==> config.mk <==
export PLATFORM = sky130hd
export DESIGN_NAME = cyc_trace_ctrl
export DESIGN_NICKNAME = d
export VERILOG_FILES = /design/src/rtl/cyc_trace_pkg.sv /design/src/rtl/line_pulse.sv /design/src/rtl/step_engine.sv /design/src/rtl/mem_writer.sv /design/src/rtl/cyc_trace_ctrl.sv
export SDC_FILE = /design/constraint.sdc
export NUM_CORES = 1
export LEC_CHECK = 0
export BUFFER_PORTS_ARGS = -buffer_cell sky130_fd_sc_hd__buf_4
export CORE_MARGIN = 4
export CORE_UTILIZATION = 35
export DETAILED_ROUTE_END_ITERATION = 10
export GPL_TIMING_DRIVEN = 0
export SKIP_LAST_GASP = 1
export SYNTH_ARGS = -nofsm -noshare
export SYNTH_HDL_FRONTEND = slang
export SYNTH_SLANG_ARGS = --single-unit
==> constraint.sdc <==
create_clock -name clk_i -period 2.3 [get_ports clk_i]
set_input_delay 0.23 -clock clk_i [delete_from_list [all_inputs] [get_ports clk_i]]
set_output_delay 0.23 -clock clk_i [all_outputs]
set_load 0.005 [all_outputs]
==> src/rtl/cyc_trace_pkg.sv <==
package cyc_trace_pkg;
  typedef enum logic [2:0] {
    OP_STEP  = 3'd0,
    OP_RST   = 3'd1,
    OP_IRQ   = 3'd2,
    OP_FILL  = 3'd3,
    OP_DEP   = 3'd4,
    OP_DEPN  = 3'd5
  } cmd_op_e;
endpackage

==> src/rtl/line_pulse.sv <==
module line_pulse #(
  parameter int CNT_W = 16
) (
  input  logic             clk_i,
  input  logic             rst_ni,
  input  logic             load_i,
  input  logic [CNT_W-1:0] len_i,
  input  logic             step_i,
  output logic             line_no
);
  logic [CNT_W-1:0] cnt_q;

  always_ff @(posedge clk_i or negedge rst_ni) begin
    if (!rst_ni)                     cnt_q <= '0;
    else if (load_i)                 cnt_q <= len_i;
    else if (step_i && cnt_q != '0)  cnt_q <= cnt_q - 1'b1;
  end

  assign line_no = (cnt_q == '0);


  release_on_step_chk: assert property (@(posedge clk_i) disable iff (!rst_ni)
    $rose(line_no) |-> $past(step_i));
endmodule

==> src/rtl/step_engine.sv <==
module step_engine #(
  parameter int CNT_W = 16,
  parameter int AW    = 16,
  parameter int DW    = 8,
  parameter int SAT   = 999,
  localparam int DISP_W = $clog2(SAT + 1)
) (
  input  logic              clk_i,
  input  logic              rst_ni,
  input  logic              start_i,
  input  logic [CNT_W-1:0]  len_i,
  input  logic [AW-1:0]     bus_addr_i,
  input  logic              bus_rw_i,
  input  logic [DW-1:0]     bus_data_i,
  input  logic [2:0]        flags_i,
  input  logic              trc_ready_i,
  output logic              step_o,
  output logic              active_o,
  output logic              trc_valid_o,
  output logic [DISP_W-1:0] trc_count_o,
  output logic [AW-1:0]     trc_addr_o,
  output logic              trc_rw_o,
  output logic [DW-1:0]     trc_data_o,
  output logic [2:0]        trc_flags_o
);
  localparam logic [CNT_W-1:0] SAT_C = CNT_W'(SAT);

  logic [CNT_W-1:0] left_q, left_m1;

  assign active_o = (left_q != '0);
  assign step_o   = active_o && (!trc_valid_o || trc_ready_i);
  assign left_m1  = left_q - 1'b1;

  always_ff @(posedge clk_i or negedge rst_ni) begin
    if (!rst_ni)      left_q <= '0;
    else if (start_i) left_q <= len_i;
    else if (step_o)  left_q <= left_m1;
  end

  always_ff @(posedge clk_i or negedge rst_ni) begin
    if (!rst_ni) begin
      trc_valid_o <= 1'b0;
      trc_count_o <= '0;
      trc_addr_o  <= '0;
      trc_rw_o    <= 1'b0;
      trc_data_o  <= '0;
      trc_flags_o <= '0;
    end else if (step_o) begin
      trc_valid_o <= 1'b1;
      trc_count_o <= (left_m1 > SAT_C) ? DISP_W'(SAT) : left_m1[DISP_W-1:0];
      trc_addr_o  <= bus_addr_i;
      trc_rw_o    <= bus_rw_i;
      trc_data_o  <= bus_data_i;
      trc_flags_o <= flags_i;
    end else if (trc_ready_i) begin
      trc_valid_o <= 1'b0;
    end
  end


  hold_record_chk: assert property (@(posedge clk_i) disable iff (!rst_ni)
    trc_valid_o && !trc_ready_i |=> trc_valid_o && $stable(trc_addr_o)
      && $stable(trc_count_o) && $stable(trc_data_o) && $stable(trc_flags_o));

  count_sat_chk: assert property (@(posedge clk_i) disable iff (!rst_ni)
    trc_valid_o |-> trc_count_o <= DISP_W'(SAT));

  last_record_zero_chk: assert property (@(posedge clk_i) disable iff (!rst_ni)
    $fell(active_o) && !$past(start_i) |-> trc_valid_o && trc_count_o == '0);
endmodule

==> src/rtl/mem_writer.sv <==
module mem_writer #(
  parameter int AW = 16,
  parameter int DW = 8
) (
  input  logic          clk_i,
  input  logic          rst_ni,
  input  logic          fill_i,
  input  logic          dep_i,
  input  logic          depn_i,
  input  logic [AW-1:0] start_i,
  input  logic [AW-1:0] end_i,
  input  logic [DW-1:0] data_i,
  output logic          busy_o,
  output logic          we_o,
  output logic [AW-1:0] addr_o,
  output logic [DW-1:0] data_o
);
  logic [AW-1:0] cur_q, end_q;
  logic [DW-1:0] val_q;
  logic          fill_q, dep_q;

  always_ff @(posedge clk_i or negedge rst_ni) begin
    if (!rst_ni) begin
      cur_q <= '0; end_q <= '0; val_q <= '0; fill_q <= 1'b0; dep_q <= 1'b0;
    end else if (fill_i) begin
      cur_q  <= start_i;
      end_q  <= end_i;
      val_q  <= data_i;
      fill_q <= (end_i >= start_i);
      dep_q  <= 1'b0;
    end else if (dep_i) begin
      cur_q <= start_i;
      val_q <= data_i;
      dep_q <= 1'b1;
    end else if (depn_i) begin
      cur_q <= cur_q + 1'b1;
      val_q <= data_i;
      dep_q <= 1'b1;
    end else begin
      dep_q <= 1'b0;
      if (fill_q) begin
        if (cur_q == end_q) fill_q <= 1'b0;
        else                cur_q  <= cur_q + 1'b1;
      end
    end
  end

  assign busy_o = fill_q;
  assign we_o   = fill_q | dep_q;
  assign addr_o = cur_q;
  assign data_o = val_q;


  fill_in_range_chk: assert property (@(posedge clk_i) disable iff (!rst_ni)
    fill_q |-> cur_q <= end_q);
endmodule

==> src/rtl/cyc_trace_ctrl.sv <==
module cyc_trace_ctrl
  import cyc_trace_pkg::*;
#(
  parameter int CNT_W = 16,
  parameter int AW    = 16,
  parameter int DW    = 8,
  parameter int SAT   = 999,
  localparam int DISP_W = $clog2(SAT + 1)
) (
  input  logic              clk_i,
  input  logic              rst_ni,
  input  logic              cmd_valid_i,
  input  logic [2:0]        cmd_op_i,
  input  logic [CNT_W-1:0]  cmd_count_i,
  input  logic [AW-1:0]     cmd_addr_i,
  input  logic [AW-1:0]     cmd_end_i,
  input  logic [DW-1:0]     cmd_data_i,
  output logic              cmd_accept_o,
  output logic              cmd_reject_o,
  output logic              cpu_step_o,
  input  logic [AW-1:0]     cpu_addr_i,
  input  logic              cpu_rw_i,
  input  logic [DW-1:0]     cpu_data_i,
  input  logic              cpu_nmi_ni,
  output logic              cpu_res_no,
  output logic              cpu_irq_no,
  output logic              mem_we_o,
  output logic [AW-1:0]     mem_addr_o,
  output logic [DW-1:0]     mem_wdata_o,
  output logic              trc_valid_o,
  input  logic              trc_ready_i,
  output logic [DISP_W-1:0] trc_count_o,
  output logic [AW-1:0]     trc_addr_o,
  output logic              trc_rw_o,
  output logic [DW-1:0]     trc_data_o,
  output logic [2:0]        trc_flags_o
);
  logic run_active, fill_busy, idle, is_pulse, is_busop;
  logic go_step, go_rst, go_irq, go_fill, go_dep, go_depn;
  logic [2:0] flags;

  assign idle     = !run_active && !fill_busy;
  assign is_pulse = (cmd_op_i == OP_RST) || (cmd_op_i == OP_IRQ);
  assign is_busop = (cmd_op_i == OP_STEP) || (cmd_op_i == OP_FILL)
                 || (cmd_op_i == OP_DEP)  || (cmd_op_i == OP_DEPN);

  assign cmd_accept_o = cmd_valid_i && (is_pulse || (is_busop && idle));
  assign cmd_reject_o = cmd_valid_i && !cmd_accept_o;

  assign go_step = cmd_accept_o && cmd_op_i == OP_STEP;
  assign go_rst  = cmd_accept_o && cmd_op_i == OP_RST;
  assign go_irq  = cmd_accept_o && cmd_op_i == OP_IRQ;
  assign go_fill = cmd_accept_o && cmd_op_i == OP_FILL;
  assign go_dep  = cmd_accept_o && cmd_op_i == OP_DEP;
  assign go_depn = cmd_accept_o && cmd_op_i == OP_DEPN;

  line_pulse #(.CNT_W(CNT_W)) i_res_pulse (
    .clk_i, .rst_ni, .load_i(go_rst), .len_i(cmd_count_i),
    .step_i(cpu_step_o), .line_no(cpu_res_no)
  );

  line_pulse #(.CNT_W(CNT_W)) i_irq_pulse (
    .clk_i, .rst_ni, .load_i(go_irq), .len_i(cmd_count_i),
    .step_i(cpu_step_o), .line_no(cpu_irq_no)
  );

  assign flags = {!cpu_res_no, !cpu_nmi_ni, !cpu_irq_no};

  step_engine #(.CNT_W(CNT_W), .AW(AW), .DW(DW), .SAT(SAT)) i_step (
    .clk_i, .rst_ni,
    .start_i(go_step), .len_i(cmd_count_i),
    .bus_addr_i(cpu_addr_i), .bus_rw_i(cpu_rw_i), .bus_data_i(cpu_data_i),
    .flags_i(flags), .trc_ready_i,
    .step_o(cpu_step_o), .active_o(run_active),
    .trc_valid_o, .trc_count_o, .trc_addr_o, .trc_rw_o, .trc_data_o, .trc_flags_o
  );

  mem_writer #(.AW(AW), .DW(DW)) i_mem (
    .clk_i, .rst_ni,
    .fill_i(go_fill), .dep_i(go_dep), .depn_i(go_depn),
    .start_i(cmd_addr_i), .end_i(cmd_end_i), .data_i(cmd_data_i),
    .busy_o(fill_busy), .we_o(mem_we_o), .addr_o(mem_addr_o), .data_o(mem_wdata_o)
  );


  run_fill_excl_chk: assert property (@(posedge clk_i) disable iff (!rst_ni)
    !(run_active && fill_busy));

  one_answer_chk: assert property (@(posedge clk_i) disable iff (!rst_ni)
    cmd_valid_i |-> $onehot({cmd_accept_o, cmd_reject_o}));

  no_write_in_run_chk: assert property (@(posedge clk_i) disable iff (!rst_ni)
    cpu_step_o |-> !fill_busy);
endmodule

==> results of run 1 <==
## cells in the final DEF, fill, tap and decap left out, drive strengths merged, types with 4 or more instances in the layout
master,instances
nor3,22
nor2b,4
clkinv,4
clkbuf,35
o21ai,71
nand3,27
nand2b,9
dlygate4sd3,25
nand4,19
a211oi,4
ha,21
inv,37
nor2,45
xor2,10
buf,237
or4,4
mux2,26
a21oi,47
or2,5
or3,13
nor4,27
a221o,6
a31oi,5
xnor2,43
nand2,155
dfrtp,129
and3,6
## per-layer routing
metal,up-vias,track usage [%],part of all wire (%)
li1,3339,-,-
met1,3384,26.3,43
met2,279,32.9,49
met3,31,4.04,6.9
met4,0,6.98,1.5
met5,-,0,0
## registers in the layout, summed over array words and instances (netlist names)
name and flops:
i_irq_pulse.cnt_q 16, i_mem.addr_o 16, i_mem.busy_o 1, i_mem.data_o 8, i_mem.dep_q 1, i_mem.end_q 16, i_res_pulse.cnt_q 16, i_step.left_q 16
i_step.trc_addr_o 16, i_step.trc_count_o 10, i_step.trc_data_o 8, i_step.trc_flags_o 3, i_step.trc_rw_o 1, i_step.trc_valid_o 1
## power breakdown
| group | switching (W) | internal, W | leakage (nW) | total (W) |
|---|---|---|---|---|
| clock | 0.00113 | 0.00174 | 0.295 | 0.00287 |
| sequential | 0.000762 | 0.00302 | 1.60 | 0.00378 |
| combinational | 0.00231 | 0.00257 | 2.98 | 0.00488 |
## final cells by class
type / count / area, um^2 / area share [%]
repair buffers: 246 / 2120 / 19.6
clock inverters: 15 / 196 / 1.81
clock buffers: 17 / 425 / 3.92
plain buffers: 34 / 343 / 3.16
inverters: 32 / 130 / 1.20
flip-flops and latches: 129 / 3240 / 29.9
well taps: 270 / 338 / 3.12
multi-input cells: 603 / 4050 / 37.3
## worst paths after layout
| path | depth (start not counted) | end | slack [ps] | startpoint |
|---|---|---|---|---|
| hold / removal | 3 | i_step.trc_addr_o[14]$_DFFE_PN0P_ | 10 | cpu_addr_i[14] |
| setup / recovery | 7 | cmd_reject_o | -290 | i_step.left_q[5]$_DFFE_PN0P_ |
| min in group asynchronous | 2 | i_mem.addr_o[4]$_DFFE_PN0P_ | 310 | rst_ni |
| hold reg to reg | 2 | i_step.trc_data_o[7]$_DFFE_PN0P_ | 470 | i_step.trc_data_o[7]$_DFFE_PN0P_ |
| max in group asynchronous | 3 | i_step.left_q[15]$_DFFE_PN0P_ | 1150 | rst_ni |
| setup reg to reg | 10 | i_step.trc_count_o[4]$_DFFE_PN0P_ | -210 | i_step.left_q[3]$_DFFE_PN0P_ |
## worst max-delay path, stage by stage, from the launching register on
cell and delay, ps:
sky130_fd_sc_hd__dfrtp_2 440, sky130_fd_sc_hd__nor4_4 380, sky130_fd_sc_hd__nand3_2 140, sky130_fd_sc_hd__or3_4 360, sky130_fd_sc_hd__a21o_1 160, sky130_fd_sc_hd__a22o_1 200, sky130_fd_sc_hd__and2_4 140, sky130_fd_sc_hd__buf_6 110
## repair_timing
| item | 4_1_cts | 5_1_grt |
|---|---|---|
| cloned | 2 | 5 |
| resized for setup | 99 | 134 |
| buffers inserted | 29 | 31 |
| pin swaps | 27 | 53 |
| hold buffers | 25 | 0 |
| endpoints found under the hold margin | 67 | 0 |
| endpoints found under the setup margin | 133 | 126 |
## metrics by stage
stage	setup WS, ps	area (um^2)
floorplan	-76.4	7170
global placement	-1000	8680
detailed placement	-983	8710
CTS	-374	10200
global route	-377	10800
finish	-291	10800
## logic make-up after synthesis
group | share of synthesized area (%)
and+or+nand+nor | 23.4
AOI/OAI and AO/OA | 12.8
DFF | 45.1
buffers and inverters | 4.30
xor gates and xnor gates | 6.48
muxes | 4.23
adders and majority gates | 3.67
==> summary.md, run 1 <==
The flow ran to the end, but the final reports show violations. The checks that failed: setup timing. Share of final-layout standard cells stronger than drive strength 1: 36.1%.

The run gives 7033 as the total vias in the final route. The type of element capturing the critical path was a primary output. The number of global-route vias before repair is 6915. For this run, the register share of the synthesized area comes to 45.1%. In this run the clock root is driven by a sky130_fd_sc_hd__clkbuf_16. The setup total negative slack was -4570 ps; the port buffer count was 157. For the total global routing track utilization, the log shows 20.0%. Once layout is complete, the cells apart from fillers number 1346.

Setup violations remaining at the end of the flow were counted as 55. Worst setup skew after layout: 14.0 ps. The height of the chip was 151 um.

By count the netlist is led by sky130_fd_sc_hd__nand2_1, sky130_fd_sc_hd__dfrtp_1, sky130_fd_sc_hd__o21ai_0, sky130_fd_sc_hd__a21oi_1, sky130_fd_sc_hd__nor2_1. Total power for the finished layout comes to 0.0115 W. The worst-case IR drop observed on VDD is 588 uV. The post-synthesis area per instance works out to 8.89 um^2. Final hold analysis gives a worst-case slack of 14.5 ps. The number of clock buffers inserted by TritonCTS was 17; the initial core utilization was 35.5%. For this run, the detailed router's first-pass iteration total came to 5.

The gate count of the mapped netlist is 805. The first global-routing pass estimated 36100 um of wire. Top flip-flop cell by instance count after synthesis: sky130_fd_sc_hd__dfrtp_1. For this run, design rule violations remaining after detail routing come to 0. Entering global routing, the biggest net connects 87 pins. The tools report the floorplan die area as 22800 um^2. Setup repair after global routing could not meet its margin everywhere. The tools report the worst-case setup margin in the final layout as -291 ps. The type of the tightest min-delay check is in -> reg.

The synthesized design contains 0 enable-type register cells. The critical path start-end classification is reg -> out. TritonCTS built the clock tree. In this run the static leakage power is 4.88 nW.

Once detail routing completed, the nets flagged for antenna violations numbered 0. Once layout is complete, the utilization of the core stands at 53.7%. Max-cap violations in this run came to 0. The netlist area before placement came out at 7160 um^2. The tools report the worst relative slew slack as 50.4%. Maximum fanout along the worst path: 5.

Of all cell types, the one taking the most synthesized area is sky130_fd_sc_hd__dfrtp_1. After synthesis, the share of flip-flops with an asynchronous set or reset is 100%. The number of placed instances, taps included, is 1233. Dividing the detail-routed via count by the number of cells gives 5.23.

The final-layout fill cell count was 1827. The netlist uses 61 different library cells. The floorplan has 52 rows. The arrival time at the worst endpoint was 2360 ps; the antenna cell count was 0. The region available for standard cell placement spans 20200 um^2.

The power density of the placed cells is 1060 nW/um^2. The worst setup path is launched from a register. After global routing the overflow that remains totals 0.

The number of ports placed on the die boundary was 158. The number of nets in the synthesized netlist is 915. The worst endpoint required time was 2070 ps. The count of final max-slew check failures was 0. After legalization and detailed placement, the total HPWL measured 15700 um. At the end of routability-driven placement, the weighted congestion stood at 0.969. After detailed routing, the average wire length per cell comes to 17.5 um. For the pin with the worst max-slew slack, the measured transition is 738 ps. The area share of the leading cell type in the synthesized netlist was 45.1%. Sorting the synthesized cells by area gives the leading types as sky130_fd_sc_hd__dfrtp_1, sky130_fd_sc_hd__nand2_1, sky130_fd_sc_hd__xnor2_1. For the final number of hold-violating endpoints, the log shows 0.

The tools report the first-iteration detailed-routing DRC count as 355. CTS built an H-tree with a depth of 4. The tools report the clock network latency to the later pin of the worst-skew pair as 420 ps. The maximum clock insertion buffer count is 2.

The number of warnings issued by yosys came out at 0. The final critical path time including I/O delays and setup was 2590 ps. The period utilization came out at 113%.

From left edge to right edge, the die measures 151 um. For this run, the post-layout net count is 1173. For the top achievable clock speed, the log shows 386 MHz. Number of synthesized register bits: 129. Wires add up to 23500 um. CTS saw 129 sinks. The most common cell in the netlist is sky130_fd_sc_hd__nand2_1. Clock-pin slew was measured on the worst setup and hold paths at 70 ps. The number of antenna violations at the first check in global routing is 0, and the layout overhead on the synthesized area is 51.4%.
Note: power is estimated with default switching activity, not from simulation.
==> run 2, diff against run 1 <==
--- a/config.mk
+++ b/config.mk
@@ -10,6 +10,7 @@
 export CORE_UTILIZATION = 35
 export DETAILED_ROUTE_END_ITERATION = 10
 export GPL_TIMING_DRIVEN = 0
+export PLACE_DENSITY_LB_ADDON = 0.25
 export SKIP_LAST_GASP = 1
 export SYNTH_ARGS = -nofsm -noshare
 export SYNTH_HDL_FRONTEND = slang
==> run 2 against run 1 <==
Worst setup slack worse by 25 ps. Largest cell class unchanged. First-iteration DRC count grew 16%. Fmax fell by 0.96%. Register-to-register slack worse by 50 ps. The run still ends with setup timing left. Final cell count shrank 0.59%. Sequential power is essentially flat. Non-clock buffer count shrank 9. Flip-flop and latch count unchanged. Combinational power down 8.6%. Critical path type unchanged.
==> summary.md, run 2 (synthesized netlist as in run 1, its figures left out) <==
The run gives 430 ps (about the same) as the clock network latency to the later pin of the worst-skew pair. The top achievable clock speed came out at 382 MHz (-0.96%). The worst setup path is launched from a register. The top cell types in the final layout, fill and taps aside, are sky130_fd_sc_hd__buf_4, sky130_fd_sc_hd__nand2_1, sky130_fd_sc_hd__dfrtp_1. The tools report the floorplan die area as 22800 um^2 (unchanged). The worst supply voltage drop on vdd was 561 uV (-4.6%); the total vias in the final route was 6971 (-0.88%). The tools report the total routed wirelength as 23000 um (-2.2%). The logs give 52.2% (-1.5 points) for the final design utilization and 40.6 ps (+26.1 ps) for the worst hold-check slack. Worst relative slew slack: 35.2% (-15 points). The critical path in this run is classified as reg -> out. The run finished, with violations left. The number of design rule violations left after detail routing is 0 (unchanged). In this run the critical register-to-register path is captured at i_mem.addr_o[9]$_DFFE_PN0P_.

For the area after detailed placement, the log shows 8710 um^2 (unchanged). The logs give 0 (unchanged) for the final number of hold-violating endpoints and 10500 um^2 (-2.9%) for the post-route cell area. For the global-route track usage on met3, the log shows 4.64% (+0.60 points). Depth of the worst register-to-register path: 9 (-1). The maximum fanout along the worst path works out to 5 (unchanged). Layout overhead on the synthesized area: 47.1%.

The number of clock sinks seen by CTS was 129 (unchanged); the standard cell core area was 20200 um^2 (unchanged). The global routing stage identified its most utilized layer as met2. Buffer type at the clock tree root: sky130_fd_sc_hd__clkbuf_16.

The chip width works out to 151 um (unchanged). The type of element capturing the critical path was a primary output. The worst endpoint required time was 2070 ps (about the same); the number of clock buffers inserted by TritonCTS was 17 (unchanged). The run gives 411 (+16%) as the first-iteration detailed-routing DRC count.

The count of final max-slew check failures is 0 (unchanged). The power density of the placed cells came out at 1030 nW/um^2 (-2.9%). The logs give 0.970 (about the same) for the weighted congestion at the end of routability-driven global placement and 0 (unchanged) for the total congestion overflow after global routing. Initial core utilization: 35.5% (unchanged).

The run gives 34900 um (-3.3%) as the global-route wire length before repair. The number of setup violations in the final report is 49 (-11%). The cell count of the worst hold path is 2 (-1), and the period utilization is 114% (+1.1 points). The worst hold path terminates at i_mem.data_o[2]$_DFFE_PN0P_. The per-cell via count in the routed design was 5.21 (-0.29%); the arrival time at the worst endpoint was 2390 ps (+30 ps).

The logs give 0 (unchanged) for the antenna cell count and 5 (unchanged) for the number of search-and-repair iterations in the first detailed-routing pass. The H-tree level count was 4 (unchanged); the pin count of the biggest net entering global routing was 72 (-17%). The final reports fail on setup timing. The number of antenna violations at the first check in global routing was 0 (unchanged). The port buffer count is 157 (unchanged). Leaving out fill and tap cells, the most frequent cell in the layout is sky130_fd_sc_hd__buf_4. The height of the chip works out to 151 um (unchanged). Setup repair after global routing could not meet its margin everywhere.

The run gives 26.0% (-0.39 points) as the met1 usage. The worst hold path begins at cmd_data_i[2]. The clock-pin slew on the worst setup and hold paths is 60 ps (about the same), and the worst setup skew after layout is 10.2 ps (-3.73 ps). The total global routing track utilization came out at 19.5% (-0.55 points). Type of the tightest min-delay check: in -> reg.

The number of ports placed on the die boundary was 158 (unchanged); the placed wire-length estimate was 15600 um (-0.41%). The met2 track demand over resource in global routing was 32.0% (-0.96 points). The launching point of the worst reg2reg path is i_step.left_q[5]$_DFFE_PN0P_. The number of global-route vias before repair is 6726 (-2.7%), and the antenna violation net count after detailed routing is 0 (unchanged). The final critical path time including I/O delays and setup came out at 2620 ps (+25.1 ps).

The total leakage power came out at 4.78 nW (-2.1%). The number of standard-cell rows in the floorplan was 52 (unchanged). The share of final-layout standard cells stronger than drive strength 1 is 34.1% (-2.0 points). For the count of max-cap constraint violations, the log shows 0 (unchanged).

The worst-case setup margin in the final layout is -316 ps (-25.1 ps), and the routed wire length per instance is 17.2 um (-1.6%). The worst setup slack for register-to-register paths came out at -260 ps (-50 ps). The run gives 2 (unchanged) as the maximum clock insertion buffer count. The measured slew at the worst slew-check pin was 963 ps (+225 ps). TritonCTS built the clock tree. The count of nets after finishing is 1165 (-0.68%).
-- run 2: cell count changes in the layout (fill, tap and decap cells not counted), moves of 4 or more --
| cell | delta |
|---|---|
| sky130_fd_sc_hd__a21oi_1 | +7 |
| sky130_fd_sc_hd__a21oi_2 | -7 |
| sky130_fd_sc_hd__buf_2 | +7 |
| sky130_fd_sc_hd__buf_4 | -4 |
| sky130_fd_sc_hd__buf_6 | -4 |
| sky130_fd_sc_hd__buf_8 | -6 |
| sky130_fd_sc_hd__inv_8 | +4 |
| sky130_fd_sc_hd__mux2_2 | +15 |
| sky130_fd_sc_hd__mux2_4 | -15 |
-- run 2: repair_timing --
item                                    in CTS  in global routing
cloned                                       0                  4
endpoints found under the setup margin     131                117
resized for setup                           94                 86
endpoints found under the hold margin       96                  0
hold buffers                                27                  0
buffers inserted                            27                 24
pin swaps                                   24                 32
-- run 2: cell type report --
cell class	instances	area (um^2)
Fill cell	1903	9640
Clock inverter	15	161
Multi-Input combinational cell	604	3980
Buffer	33	277
Timing Repair Buffer	238	1970
Tap cell	270	338
Sequential cell	129	3240
Clock buffer	17	425
Inverter	32	138
-- run 2: worst max-delay path, stage by stage, from the launching register on --
cell and delay [ps]:
sky130_fd_sc_hd__dfrtp_2 440, sky130_fd_sc_hd__nor4_4 360, sky130_fd_sc_hd__nand3_2 140, sky130_fd_sc_hd__or3_4 350
sky130_fd_sc_hd__buf_4 150, sky130_fd_sc_hd__a22o_4 260, sky130_fd_sc_hd__and2_4 150, sky130_fd_sc_hd__buf_6 110
-- run 2: worst max path at each step --
stage	start	end	slack, ps	cells past startpoint
6_report	i_step.left_q[5]$_DFFE_PN0P_	cmd_reject_o	-320	7
5_1_grt	i_step.left_q[13]$_DFFE_PN0P_	cmd_accept_o	-400	7
4_1_cts	i_step.left_q[5]$_DFFE_PN0P_	cmd_reject_o	-380	7
3_5_place_dp	i_step.left_q[4]$_DFFE_PN0P_	cpu_step_o	-890	8
3_3_place_gp	i_step.left_q[4]$_DFFE_PN0P_	cpu_step_o	-950	8
2_1_floorplan	i_irq_pulse.cnt_q[2]$_DFFE_PN0P_	i_irq_pulse.cnt_q[6]$_DFFE_PN0P_	-80	7
-- run 2: routing by layer --
| layer | share of wire, % | wire length, um |
|---|---|---|
| met1 | 42 | 9770 |
| met2 | 49 | 11200 |
| met3 | 7.5 | 1730 |
| met4 | 1.5 | 336 |
| met5 | 0 | 0 |
-- run 2: metrics by stage --
stage	cells	setup WS, ps	setup TNS [ps]	power, W
detailed placement	1233	-893	-64140	0.00729
global placement	1232	-953	-65830	0.00723
floorplan	805	-76.4	-468	0.00587
CTS	1314	-385	-6460	0.0105
global route	1338	-402	-13150	0.0116
finish	1338	-316	-7680	0.0109
-- run 2: power breakdown --
part	leakage (nW)	switching (W)	internal, W
clock network	0.290	0.00121	0.00146
registers	1.61	0.000737	0.00301
logic	2.88	0.00219	0.00227
total	4.78	0.00414	0.00674
==> run 3, diff against run 2 <==
--- a/config.mk
+++ b/config.mk
@@ -5,6 +5,7 @@
 export SDC_FILE = /design/constraint.sdc
 export NUM_CORES = 1
 export LEC_CHECK = 0
+export ABC_AREA = 1
 export BUFFER_PORTS_ARGS = -buffer_cell sky130_fd_sc_hd__buf_4
 export CORE_MARGIN = 4
 export CORE_UTILIZATION = 35
==> run 3 against run 2 <==
The run now ends clean. Combinational power decreased by 11%. Critical path depth grew 1. Global-route usage shrank 0.64 points. Area after synthesis is 9.3% higher. Largest power group unchanged.
==> summary.md, run 3 <==
Power density of the placed cells: 1020 nW/um^2 (-0.84%). The period utilization was 96.8% (-17 points); the largest stage delay on the critical path was 440 ps (about the same). The tools report the kind of start point of the critical path as a register. The logs give 37200 um (+6.7%) for the global-route wire length before repair and 57.7% (+23 points) for the worst relative slew slack. The area after detailed placement was 9380 um^2 (+7.7%). The height of the chip works out to 157 um (+4.3%). The maximum fanout along the worst path works out to 10 (+5). The total global routing track utilization was 18.8% (-0.64 points); the final critical path time including I/O delays and setup was 2230 ps (-389 ps).

The number of synthesized flops with an enable pin is 0 (unchanged), and the total congestion overflow after global routing is 0 (unchanged). The cell family contributing the most delay on the critical path was simple AND/OR/NAND/NOR gates. The synthesized net count was 1168 (+28%); the number of search-and-repair iterations in the first detailed-routing pass was 5 (unchanged). The netlist area before placement came out at 7820 um^2 (+9.3%). Most common library cell in the layout ignoring fill and taps: sky130_fd_sc_hd__nand2_1. The chip width works out to 157 um (+4.3%). The H-tree level count came out at 4 (unchanged). The count of final max-slew check failures was 0 (unchanged); the proportion of synthesized chip area in sequential cells was 41.3% (-3.8 points).

The most common cell in the netlist is sky130_fd_sc_hd__nand2_1. The port buffer count works out to 157 (unchanged). The first-iteration detailed-routing DRC count was 391 (-4.9%).

The worst hold path belongs to the class in -> reg. The share of cell area taken by muxes after synthesis works out to 0% (-4.2 points). Walking the worst path, the cells encountered are nor2_4 -> nand2_1 -> nor2_4 -> nand4_4 -> a21oi_4 -> buf_6 -> buf_6 -> buf_4.

For the floorplan die area, the log shows 24800 um^2 (+8.8%). The critical path start-end classification is reg -> out. The number of design rule violations left after detail routing is 0 (unchanged). The buffer type at the clock tree root is sky130_fd_sc_hd__clkbuf_16. The routed wire length per instance was 14.7 um (-15%); the number of warnings issued by yosys was 0 (unchanged). The placed wire-length estimate was 17000 um (+8.8%).

The basic-gate share of the synthesized area counting and, or, nand and nor cells is 35.5% (+12 points). The post-route cell area is 10400 um^2 (-1.5%). The per-cell via count in the routed design is 4.83 (-7.2%). The number of global-route vias before repair is 7373 (+9.6%), and the count of nets after finishing is 1377 (+18%). Area fraction in compound gates after synthesis: 7.07% (-5.8 points).

The run gives 22800 um (-0.67%) as the total routed wirelength. The post-synthesis xor/xnor area fraction is 5.49% (-1.0 points), and the measured slew at the worst slew-check pin is 632 ps (-331 ps). The number of standard-cell rows in the floorplan is 54 (+3.8%). The run gives 0.887 (-8.5%) as the weighted congestion at the end of routability-driven global placement.

The most used flip-flop cell after synthesis is sky130_fd_sc_hd__dfrtp_1. The run gives 47.4% (-4.8 points) as the final design utilization. The area growth from synthesis to layout is 32.7%. The maximum clock insertion buffer count is 2 (unchanged). Setup repair after global routing could not meet its margin everywhere. The tools report the number of clock buffers inserted by TritonCTS as 17 (unchanged). The area share of the leading cell type in the synthesized netlist was 41.3% (-3.8 points); the post-synthesis share of cell area spent on full adders, half adders and majority gates was 3.36% (-0.31 points). The share of final-layout standard cells stronger than drive strength 1 is 22.5% (-12 points). The run gives 0 (unchanged) as the count of max-cap constraint violations.

The number of buffer and inverter instances along the worst setup path is 3 (+1). The top achievable clock speed is 449 MHz (+17%). The logs give 0 (unchanged) for the antenna violation net count after detailed routing and 158 (unchanged) for the number of ports placed on the die boundary. For the area occupied by multi-input gates, the log shows 4090 um^2 (+2.7%). The final number of hold-violating endpoints was 0 (unchanged); the worst setup skew after layout was 15.5 ps (+5.31 ps).

Number of antenna violations at the first check in global routing: 0 (unchanged). The worst endpoint required time is 2070 ps (about the same), and the gate count of the mapped netlist is 1058 (+31%). STA classifies the critical path endpoint as a primary output.

For the final-layout fill cell count, the log shows 2180 (+15%). Main combinational cell family by area after synthesis: simple AND/OR/NAND/NOR gates. The tools report the standard cell core area as 21900 um^2 (+8.5%). On the critical path, the stage with the largest delay is an instance of sky130_fd_sc_hd__dfrtp_2.

The number of clock sinks seen by CTS came out at 129 (unchanged). For the number of setup violations in the final report, the log shows 0 (-100%). The worst supply voltage drop on vdd came out at 507 uV (-9.6%).

The fraction of synthesis flops using an asynchronous set or reset pin is 100% (unchanged). The total vias in the final route came out at 7536 (+8.1%). The run gives 72 (unchanged) as the pin count of the biggest net entering global routing. The tools report the clock network latency to the later pin of the worst-skew pair as 430 ps (about the same).

The number of synthesized register bits is 129 (unchanged). The run gives 5.27 nW (+10%) as the total leakage power. The post-synthesis area per instance is 7.39 um^2 (-17%). The flow ran to the end, and the final reports show no timing, DRC or antenna violations. TritonCTS built the clock tree.

Ranked by instance count, the synthesized netlist is headed by sky130_fd_sc_hd__nand2_1, sky130_fd_sc_hd__dfrtp_1, sky130_fd_sc_hd__nand3_1, sky130_fd_sc_hd__inv_1, sky130_fd_sc_hd__nor2_1. The footprint of the flip-flops and latches is 3230 um^2 (-0.15%). The run gives 36 (-41%) as the count of unique library cells instantiated by Yosys. Sorting the synthesized cells by area gives the leading types as sky130_fd_sc_hd__dfrtp_1, sky130_fd_sc_hd__nand2_1, sky130_fd_sc_hd__nand3_1.

Dominant cell type by area after synthesis: sky130_fd_sc_hd__dfrtp_1. The arrival time at the worst endpoint was 2000 ps (-390 ps). The sum of internal, switching and leakage power came out at 0.0106 W (-2.3%). In the layout the commonest cells are sky130_fd_sc_hd__nand2_1, sky130_fd_sc_hd__buf_4, sky130_fd_sc_hd__dfrtp_1.

The clock-pin slew on the worst setup and hold paths works out to 60 ps (about the same). The tools report the antenna cell count as 0 (unchanged). The initial core utilization is 35.7% (+0.24 points).
## run 3: changes by cell type in the layout (fill, tap and decap cells not counted), sizes merged, moves of 22 or more
cell	delta
a21oi	-22
buf	-30
inv	+60
mux2	-26
nand2	+226
nand3	+88
nor2	+61
nor4	-25
xnor2	-25
## run 3: cell type report
class,instances,share of cell area [%]
Timing Repair Buffer,191,14.4
Clock inverter,9,1.48
Inverter,100,3.67
Sequential cell,129,31.1
Tap cell,280,3.38
Clock buffer,22,4.67
Buffer,31,1.86
Multi-Input combinational cell,797,39.4
## run 3: routing by layer
metal | global-route usage (%) | vias to the layer above | share of wire [%]
met2 | 30.0 | 234 | 45
met4 | 6.31 | 0 | 2.1
met5 | 0 | - | 0
li1 | - | 3798 | -
met1 | 25.1 | 3467 | 45
met3 | 4.76 | 37 | 7.5
## run 3: tightest hold or removal path: cells and delay by family
family / cells / cell delay [ps]
AND/OR/NAND/NOR: 2 / 90
buffers and inverters: 1 / 70
## run 3: logic make-up after synthesis
group / count (synthesis)
xor+xnor: 49
compound gates: 91
fa+ha+maj: 21
flops: 129
buf+inv: 132
simple gates: 636
## run 3: path summary, 6_finish.rpt
check                      slack [ps]                              from  cells after the start                                end
setup / recovery                   70     i_step.left_q[11]$_DFFE_PN0P_                      8                       cmd_accept_o
hold / removal                      8                     cpu_addr_i[8]                      3   i_step.trc_addr_o[8]$_DFFE_PN0P_
setup reg to reg                  130  i_irq_pulse.cnt_q[0]$_DFFE_PN0P_                     17  i_irq_pulse.cnt_q[12]$_DFFE_PN0P_
hold reg to reg                   480  i_step.trc_addr_o[5]$_DFFE_PN0P_                      2   i_step.trc_addr_o[5]$_DFFE_PN0P_
max in group asynchronous        1200                            rst_ni                      3       i_step.left_q[5]$_DFFE_PN0P_
min in group asynchronous         360                            rst_ni                      2        i_step.trc_rw_o$_DFFE_PN0P_
## run 3: per-stage QoR
stage          cells  TNS, ps  hold WS [ps]  worst slack, ps
6_report        1559        0          7.61             72.8
5_1_grt         1559    -21.3          10.2            -21.3
4_1_cts         1554    -16.1      0.000833            -11.4
3_5_place_dp    1496        0           252              204
3_3_place_gp    1495        0           424              194
2_1_floorplan   1058        0         -65.6              451
## run 3: timing repair
item	CTS	global route
hold buffers	14	0
endpoints found under the hold margin	71	0
endpoints found under the setup margin	4	5
gates resized for setup	14	11
pin swaps	7	10
setup buffers	14	6
## run 3: power by group
group / internal [W] / switching (W)
sequential: 0.00293 / 0.000772
clock: 0.00192 / 0.00103
combinational: 0.00176 / 0.00221
total: 0.00661 / 0.00401
